==> src/rtl/led_show_pkg.sv <==
package led_show_pkg;

    typedef enum logic [2:0] {
        PH_LEFT,
        PH_RIGHT,
        PH_OPEN,
        PH_CLOSE,
        PH_ALT,
        PH_HALF
    } phase_e;

    typedef struct packed {
        phase_e     phase;
        logic [7:0] idx;
    } seq_state_t;

    // Number of steps a phase lasts for a row of w LEDs.
    function automatic logic [7:0] phase_len(phase_e p, int w, int blinks);
        case (p)
            PH_LEFT, PH_RIGHT: return 8'(w);
            PH_OPEN, PH_CLOSE: return 8'(w / 2);
            default:           return 8'(blinks);
        endcase
    endfunction

    function automatic phase_e phase_next(phase_e p);
        case (p)
            PH_LEFT:  return PH_RIGHT;
            PH_RIGHT: return PH_OPEN;
            PH_OPEN:  return PH_CLOSE;
            PH_CLOSE: return PH_ALT;
            PH_ALT:   return PH_HALF;
            default:  return PH_LEFT;
        endcase
    endfunction

    // LED image for step k of phase p; bits at w and above stay zero.
    function automatic logic [31:0] show_pattern(phase_e p, logic [7:0] k, int w);
        logic [31:0] v;
        int          h;
        int          kk;
        logic        odd_k;
        v     = '0;
        h     = w / 2;
        kk    = int'(k);
        odd_k = k[0];
        for (int i = 0; i < 32; i++) begin
            if (i < w) begin
                case (p)
                    PH_LEFT:  v[i] = (i == kk);
                    PH_RIGHT: v[i] = (i == w - 1 - kk);
                    PH_OPEN:  v[i] = (i >= h - 1 - kk) && (i <= h + kk);
                    PH_CLOSE: v[i] = (kk < h - 1) && (i >= kk + 1) && (i <= w - 2 - kk);
                    PH_ALT:   v[i] = ((i % 2) == 1) != odd_k;
                    PH_HALF:  v[i] = (i >= h) != odd_k;
                    default:  v[i] = 1'b0;
                endcase
            end
        end
        return v;
    endfunction

endpackage

==> src/rtl/led_step_timer.sv <==
module led_step_timer #(
    parameter int unsigned TICKS = 50_000_000
) (
    input  logic clk,
    input  logic rst,
    input  logic slow_sel,
    output logic step
);
    localparam int unsigned CNT_W = $clog2(2 * TICKS);
    localparam logic [CNT_W-1:0] LIM_FAST = CNT_W'(TICKS - 1);
    localparam logic [CNT_W-1:0] LIM_SLOW = CNT_W'(2 * TICKS - 1);

    logic [CNT_W-1:0] cnt_q;
    logic             slow_q;

    assign step = (cnt_q == (slow_q ? LIM_SLOW : LIM_FAST));

    always_ff @(posedge clk) begin
        if (rst || step) begin
            cnt_q  <= '0;
            slow_q <= slow_sel;
        end else begin
            cnt_q  <= cnt_q + 1'b1;
        end
    end

    // the interval setting only moves on a step edge
    a_r9_speed_hold: assert property (@(posedge clk) disable iff (rst)
        !step |=> $stable(slow_q));

    // two steps are never back to back
    a_r8_step_isolated: assert property (@(posedge clk) disable iff (rst)
        step |=> !step);

endmodule

==> src/rtl/led_phase_seq.sv <==
module led_phase_seq
    import led_show_pkg::*;
#(
    parameter int LED_W  = 8,
    parameter int BLINKS = 4
) (
    input  logic       clk,
    input  logic       rst,
    input  logic       step,
    output seq_state_t st
);
    localparam logic [7:0] LAST_BLINK = 8'(BLINKS - 1);

    seq_state_t st_q;
    logic [7:0] last_idx;

    assign last_idx = phase_len(st_q.phase, LED_W, BLINKS) - 8'd1;
    assign st       = st_q;

    always_ff @(posedge clk) begin
        if (rst) begin
            st_q.phase <= PH_LEFT;
            st_q.idx   <= '0;
        end else if (step) begin
            if (st_q.idx == last_idx) begin
                st_q.phase <= phase_next(st_q.phase);
                st_q.idx   <= '0;
            end else begin
                st_q.idx   <= st_q.idx + 8'd1;
            end
        end
    end

    // state holds between steps
    a_r8_hold: assert property (@(posedge clk) disable iff (rst)
        !step |=> ($stable(st_q.phase) && $stable(st_q.idx)));

    // the last half-blink step wraps to the first running step
    a_r7_wrap: assert property (@(posedge clk) disable iff (rst)
        (step && st_q.phase == PH_HALF && st_q.idx == LAST_BLINK)
        |=> (st_q.phase == PH_LEFT && st_q.idx == 8'd0));

endmodule

==> src/rtl/led_pattern_map.sv <==
module led_pattern_map
    import led_show_pkg::*;
#(
    parameter int LED_W = 8
) (
    input  seq_state_t       st,
    output logic [LED_W-1:0] led
);
    logic [31:0] img;

    assign img = show_pattern(st.phase, st.idx, LED_W);
    assign led = img[LED_W-1:0];

endmodule

==> src/rtl/led_show_seq.sv <==
module led_show_seq
    import led_show_pkg::*;
#(
    parameter int unsigned CLK_HZ = 50_000_000,
    parameter int          LED_W  = 8,
    parameter int          BLINKS = 4
) (
    input  logic             clk,
    input  logic             rst,
    input  logic             slow_sel,
    output logic [LED_W-1:0] led
);
    logic       step;
    seq_state_t st;

    led_step_timer #(.TICKS(CLK_HZ)) u_timer (
        .clk      (clk),
        .rst      (rst),
        .slow_sel (slow_sel),
        .step     (step)
    );

    led_phase_seq #(.LED_W(LED_W), .BLINKS(BLINKS)) u_seq (
        .clk  (clk),
        .rst  (rst),
        .step (step),
        .st   (st)
    );

    led_pattern_map #(.LED_W(LED_W)) u_map (
        .st  (st),
        .led (led)
    );

    // exactly one LED lit while running
    a_r2_single_lit: assert property (@(posedge clk) disable iff (rst)
        (st.phase == PH_LEFT || st.phase == PH_RIGHT) |-> ($countones(led) == 1));

    // interleaved blink lights half the row
    a_r6_half_lit: assert property (@(posedge clk) disable iff (rst)
        (st.phase == PH_ALT || st.phase == PH_HALF) |-> ($countones(led) == LED_W / 2));

    // reset returns the row to the bottom LED
    a_r1_reset_led: assert property (@(posedge clk)
        rst |=> (led == LED_W'(1)));

endmodule

==> config.mk <==
export PLATFORM = sky130hd
export DESIGN_NAME = led_show_seq
export DESIGN_NICKNAME = d
export VERILOG_FILES = /design/src/rtl/led_show_pkg.sv /design/src/rtl/led_step_timer.sv /design/src/rtl/led_phase_seq.sv /design/src/rtl/led_pattern_map.sv /design/src/rtl/led_show_seq.sv
export SDC_FILE = /design/constraint.sdc
export NUM_CORES = 1
export LEC_CHECK = 0
export ABC_AREA = 1
export BUFFER_PORTS_ARGS = -buffer_cell sky130_fd_sc_hd__buf_4
export CORE_MARGIN = 3
export CORE_UTILIZATION = 64
export DETAILED_ROUTE_END_ITERATION = 7
export GPL_ROUTABILITY_DRIVEN = 0
export PLACE_DENSITY = 0.82
export SLEW_MARGIN = 20
export SYNTH_ARGS = -nofsm -noshare
export SYNTH_HDL_FRONTEND = slang
export SYNTH_HIERARCHICAL = 1
export SYNTH_SLANG_ARGS = --single-unit
==> constraint.sdc <==
create_clock -name clk -period 3.1 [get_ports clk]
set_input_delay 0.155 -clock clk [delete_from_list [all_inputs] [get_ports clk]]
set_output_delay 0.155 -clock clk [all_outputs]
set_load 0.005 [all_outputs]
# ---- After elaboration in Yosys (flattened, before gate mapping)
# Index checks and enable logic that the tools add are counted.
dict set report word_totals {
  register_bits 39
  latch_bits 0
  mem_bits_rw 0
  mem_bits_ro 0
  input_bits 3
  output_inout_bits 8
  wordCells 110
  n_memories 0
}
dict set report classes {
  n_addsub 8
  n_mul 0
  n_div 0
  n_lt_le_gt_ge 33
  n_eq_ne 21
  shift 0
  mux 12
  n_bitwise 1
  reduce_logical 31
}
# operator n
set op_table {}
lappend op_table {{4-bit by 32-bit >= comparator with 1-bit output (first input constant)} 8}
lappend op_table {{4-bit by 32-bit less-or-equal comparator with 1-bit output (first input constant)} 8}
lappend op_table {{4-bit by 32-bit == test with 1-bit output (first input constant)} 4}
lappend op_table {{3-bit by 32-bit >= comparator with 1-bit output (first input constant)} 4}
lappend op_table {{3-bit by 32-bit less-or-equal comparator with 1-bit output (first input constant)} 4}
lappend op_table {{3-bit by 32-bit == test with 1-bit output (first input constant)} 2}
lappend op_table {{1-bit by 32-bit >= comparator with 1-bit output (first input constant)} 2}
lappend op_table {{2-bit by 32-bit >= comparator with 1-bit output (first input constant)} 2}
lappend op_table {{1-bit by 32-bit less-or-equal comparator with 1-bit output (first input constant)} 2}
lappend op_table {{2-bit by 32-bit less-or-equal comparator with 1-bit output (first input constant)} 2}
lappend op_table {{2-bit by 32-bit == test with 1-bit output (first input constant)} 1}
lappend op_table {{4-bit by 8-bit == test with 1-bit output (first input constant)} 4}
lappend op_table {{32-bit logical NOT} 1}
lappend op_table {{27-bit by 1-bit adder with 27-bit output (second input constant)} 1}
lappend op_table {{27-bit == test} 1}
lappend op_table {{27-bit 2-to-1 mux} 1}
lappend op_table {{1-bit logical AND} 24}
lappend op_table {{1-bit case mux with 6 select lines} 4}
lappend op_table {{1-bit case mux with 5 select lines} 4}
lappend op_table {{3-bit by 8-bit subtractor with 9-bit output (first input constant)} 2}
lappend op_table {{3-bit by 8-bit == test with 1-bit output (first input constant)} 2}
lappend op_table {{3-bit case mux with 5 select lines} 1}
lappend op_table {{3-bit by 8-bit adder with 9-bit output (first input constant)} 1}
lappend op_table {{8-bit by 1-bit adder with 9-bit output (second input constant)} 1}
lappend op_table {{other kinds (17)} 20}

# ---- Longest topological paths before layout
dict set report logic_depth {
  depth_word 6
  mapped_depth 18
  ltp_nobuf 16
}

# ---- Cells and area by module
# Netlist, hierarchy kept.
# module instances cells_each area_each_um2 seq_area_each_um2
set by_module_without_submodules {}
lappend by_module_without_submodules {led_pattern_map 1 319 1767.9 0.0}
lappend by_module_without_submodules {led_step_timer 1 242 1576.5 570.5}
lappend by_module_without_submodules {led_phase_seq 1 82 578.1 220.2}

# ---- Worst setup path before layout
# OpenSTA, ideal clock, no wires.
dict set report synth_timing {
  path_kind {flip-flop to output port}
  from {register u_seq.st_q, in the netlist u_seq/st[2]}
  to {output led[0]}
  arrival_time_ns 2.141
  required_ns 2.945
  path_slack_ns 0.804
  stages_incl_launch_ff 18
  path_cell_list {dfxtp_1 > buf_6 > inv_4 > ha_1 > buf_2 > inv_2 > nand2_1 > nand2_1 > nand2_1 > nor2_2 > nand3_2 > nor2_2 > ha_1 > inv_1 > nand3_1 > nand3_1 > nand2_1 > nand2_1}
}
dict set report synth_via {
  elab_chain_cells 5
  elab_cells_between_ends 16
  cone_classes {5 x add/sub; 5 x order compare; 1 x mux; 5 x reduce/logical}
}
# item line_no
set synth_rtl {}
lappend synth_rtl {{start, declared} led_phase_seq.sv:14} ;# seq_state_t st_q;
lappend synth_rtl {{8-bit by 1-bit adder with 9-bit output} led_show_pkg.sv:53} ;# PH_CLOSE: v[i] = (kk < h - 1) && (i >= kk + 1) && (i <= w - 2 - kk);
lappend synth_rtl {{1-bit by 32-bit >= comparator with 1-bit output} led_show_pkg.sv:53}
lappend synth_rtl {{1-bit logical AND (2 in a row)} led_show_pkg.sv:53}
lappend synth_rtl {{1-bit case mux with 5 select lines (*)} led_show_pkg.sv:49} ;# case (p)
lappend synth_rtl {{end, declared} led_show_seq.sv:11} ;# output logic [LED_W-1:0] led
# Every way passes the cells marked *; elsewhere a longest branch is shown, timed or not.

# ---- Worst setup path after layout
dict set report layout_timing {
  from {register u_seq.st_q, in the netlist u_seq/st[3]}
  to {output led[0]}
}
# The elaborated chain is that of the path after synthesis.

==> flow_summary_export.csv <==
group,metric,value,unit
sta,setup_viol,0,
finish,layout.nets,678,
critical_path,crit_top_cell,"nand2_1",
logic_synthesis,synth.avg_cell_area,6.10,um^2
logic_synthesis,ys_top_cells_by_area,"dfxtp_1, nand2_1, nor2_1",
sta,worst_slew_pin_slew,634,ps
min_path,whs_path_depth,1,
floorplan,ios,11,
critical_path,worstPathRequired,2940,ps
critical_path,slowest_stage,"ha_1",
min_path,min_from,"slow_sel",
logic_synthesis,mappedNetlistArea,0.00392,mm^2
global_routing,antenna_found_initial,0,
logic_synthesis,yosysSeqAreaShare,20.2,%
critical_path,arrival,2750,ps
sta,period_share,93.7,%
sta,skew,10.7,ps
cts,cts_max_level,2,
sta,hold_viol,0,
placed_design,place_hpwl,7670,um
logic_synthesis,syn_nets,663,
cts,cts_tree,"built",
finish,layout.cells.most_common_list,"nand2_1, nor2_1, inv_1",
floorplan,chipWidth,84.3,um
critical_path,r2r_slack,920,ps
critical_path,rr_endpoint,"u_seq/st[0]",
cts,cts_buffers,5,
sta,fin_setup_tns,0,ps
critical_path,crit_buf_inv,4,
floorplan,die-height,84.3,um
cts,post_cts_buffers,0,
finish,final_common_cell,"nand2_1",
sta,fin_crit,2910,ps
critical_path,crit_chain,"inv_1 -> ha_1 -> inv_2 -> nor3_1 -> nand3_1 -> inv_1 -> ha_1 -> nand4_1 -> nand2_1 -> nand2_1 -> nand3_1 -> a21oi_1 -> nand2_1 -> buf_4",
cts,clock_sinks,39,
route,firstDrtPassIters,6,
cts,cts_hold_buf,0,
floorplan,rows,27,
logic_synthesis,synth_async_sr_flop_share,0,%
global_routing,grt_max_degree,29,
route,drt-initial-drc-count,512,
sta,fmax,344,MHz
global_routing,gr-usage-all-layers,28.1,%
floorplan,fp.coreArea,0.00571,mm^2
route,vias,4204,
critical_path,critical_path_class,"flop to output port",
flow_run,cap_violations,0,
critical_path,cpLargestDelayFamily,"simple AND/OR/NAND/NOR gates",
route,routed_wl,9950,um
power,power,980,uW
global_routing,grt_pass1_wl,16700,um
placed_design,port_buffers,10,
power,p_leak,0.00189,uW
logic_synthesis,ys.flop_type,"dfxtp_1",
logic_synthesis,ys_ff_latch,39,
cts,root_buffer,"clkbuf_8",
logic_synthesis,ys_warn_count,6,
finish,diodes,0,
critical_path,reg2reg_depth,14,
cts,clock_path_buffers,2,
placed_design,place_area,0.00405,mm^2
sta,maxSlewHeadroom,57.7,%
route,routed_via_density,5.75,
power,p_per_area,235,mW/mm^2
floorplan,fp.dieArea,0.00710,mm^2
logic_synthesis,synth.top_cell.area_share,19.4,%
power,peakVddDrop,0.000440,V
cts,clkTransAtPathRegs,80,ps
critical_path,max_stage_delay,460,ps
route,wire_per_inst,13.6,um
min_path,hold_class,"input pin to flop",
critical_path,reg2reg_from,"u_timer/cnt_q[0]",
route,drc,0,
sta,rsz0062_at_grt,"no",
critical_path,worstSetupStartpointType,"flop",
finish,area_growth,6.44,%
cts,post_cts_resized,0,
route,ant_nets,0,
min_path,worstHoldEndpoint,"u_timer/slow_q",
run_status,outcome,"finished, final reports clean",
critical_path,endpoint_kind,"output port",
finish,drive_gt1_share,12.9,%
cts,clkLatencyLatePin,290,ps
sta,slew_violations,0,
floorplan,start_util,68.7,%
logic_synthesis,synth_edf_count,1,
critical_path,path_max_fanout,10,
sta,hold_ws,39.2,ps
global_routing,first_global_vias,3757,
logic_synthesis,synth_top_cell_by_area,"dfxtp_1",
logic_synthesis,synth_cells,643,
logic_synthesis,synthDistinctLibCells,37,
finish,design_area,0.00418,mm^2
global_routing,overflow,0,
-- worst max-delay path by stage --
stage	startpoint	to	cells past startpoint
global route	u_seq/st[3]	led[0]	16
detailed placement	u_seq/st[3]	led[0]	14
CTS	u_seq/st[3]	led[0]	14
finish	u_seq/st[3]	led[0]	14
floorplan	u_seq/st[2]	led[0]	17
global placement	u_seq/st[3]	led[0]	15
-- layer usage --
metal | up-vias | GRT usage, % | wire length (um)
met5 | - | 0 | 0
met1 | 1893 | 40.2 | 4470
met3 | 18 | 4.51 | 1010
met4 | 0 | 7.60 | 129
met2 | 222 | 43.5 | 4350
li1 | 2071 | - | -
-- cells in the mapped netlist (2+ instances only) --
library cell,number
nand2_1,169
nor2_1,99
inv_1,77
nand3_1,64
dfxtp_1,38
nand4_1,25
xor2_1,22
ha_1,17
o21ai_0,17
nor2_2,14
a21oi_1,11
nor3_1,11
nor2_4,9
xnor2_1,9
inv_2,8
nand3_2,8
nand2_2,7
nor3_2,4
buf_2,3
buf_4,3
buf_6,3
nand2_4,3
nand3b_1,3
o21bai_1,3
a31oi_1,2
buf_8,2
o211ai_1,2
-- where the power goes --
part	total (uW)	leakage, uW	internal (uW)	switching, uW
clock	450	0.0000618	265	185
sequential	512	0.000316	507	4.91
combinational	19.0	0.00151	6.42	12.6
total	980	0.00189	778	202
-- registers in the layout, summed over array words and instances, names as in the netlist --
name and flops:
u_timer/cnt_q 27, u_seq/st 11, u_timer/slow_q 1
-- stage by stage --
step | util (%) | std cells | worst slack, ps
final | 73.1 | 731 | 194
after global routing | 73.1 | 731 | 56.3
after CTS | 73.1 | 731 | 272
after detailed placement | 71.0 | 723 | 584
after global placement | 71.0 | 723 | 684
after floorplan | - | 643 | 804
-- kinds of logic after synthesis --
family / share of synthesized area [%]
AO/OA/AOI/OAI: 5.07
XOR/XNOR: 7.34
flip-flops: 20.2
adder cells (fa/ha/maj): 5.42
multiplexers: 0.255
AND/OR/NAND/NOR: 50.8
buffers and inverters: 11.0
-- cell type report --
cell class / count / area [um^2]
multi-input combinational: 506 / 2700
inverter: 87 / 329
sequential: 39 / 791
fill: 507 / 1530
clock inverter: 2 / 38.8
timing repair buffer: 19 / 143
clock buffer: 6 / 82.6
tap: 72 / 90.1
No activity file was read; power rests on OpenSTA's default activity.
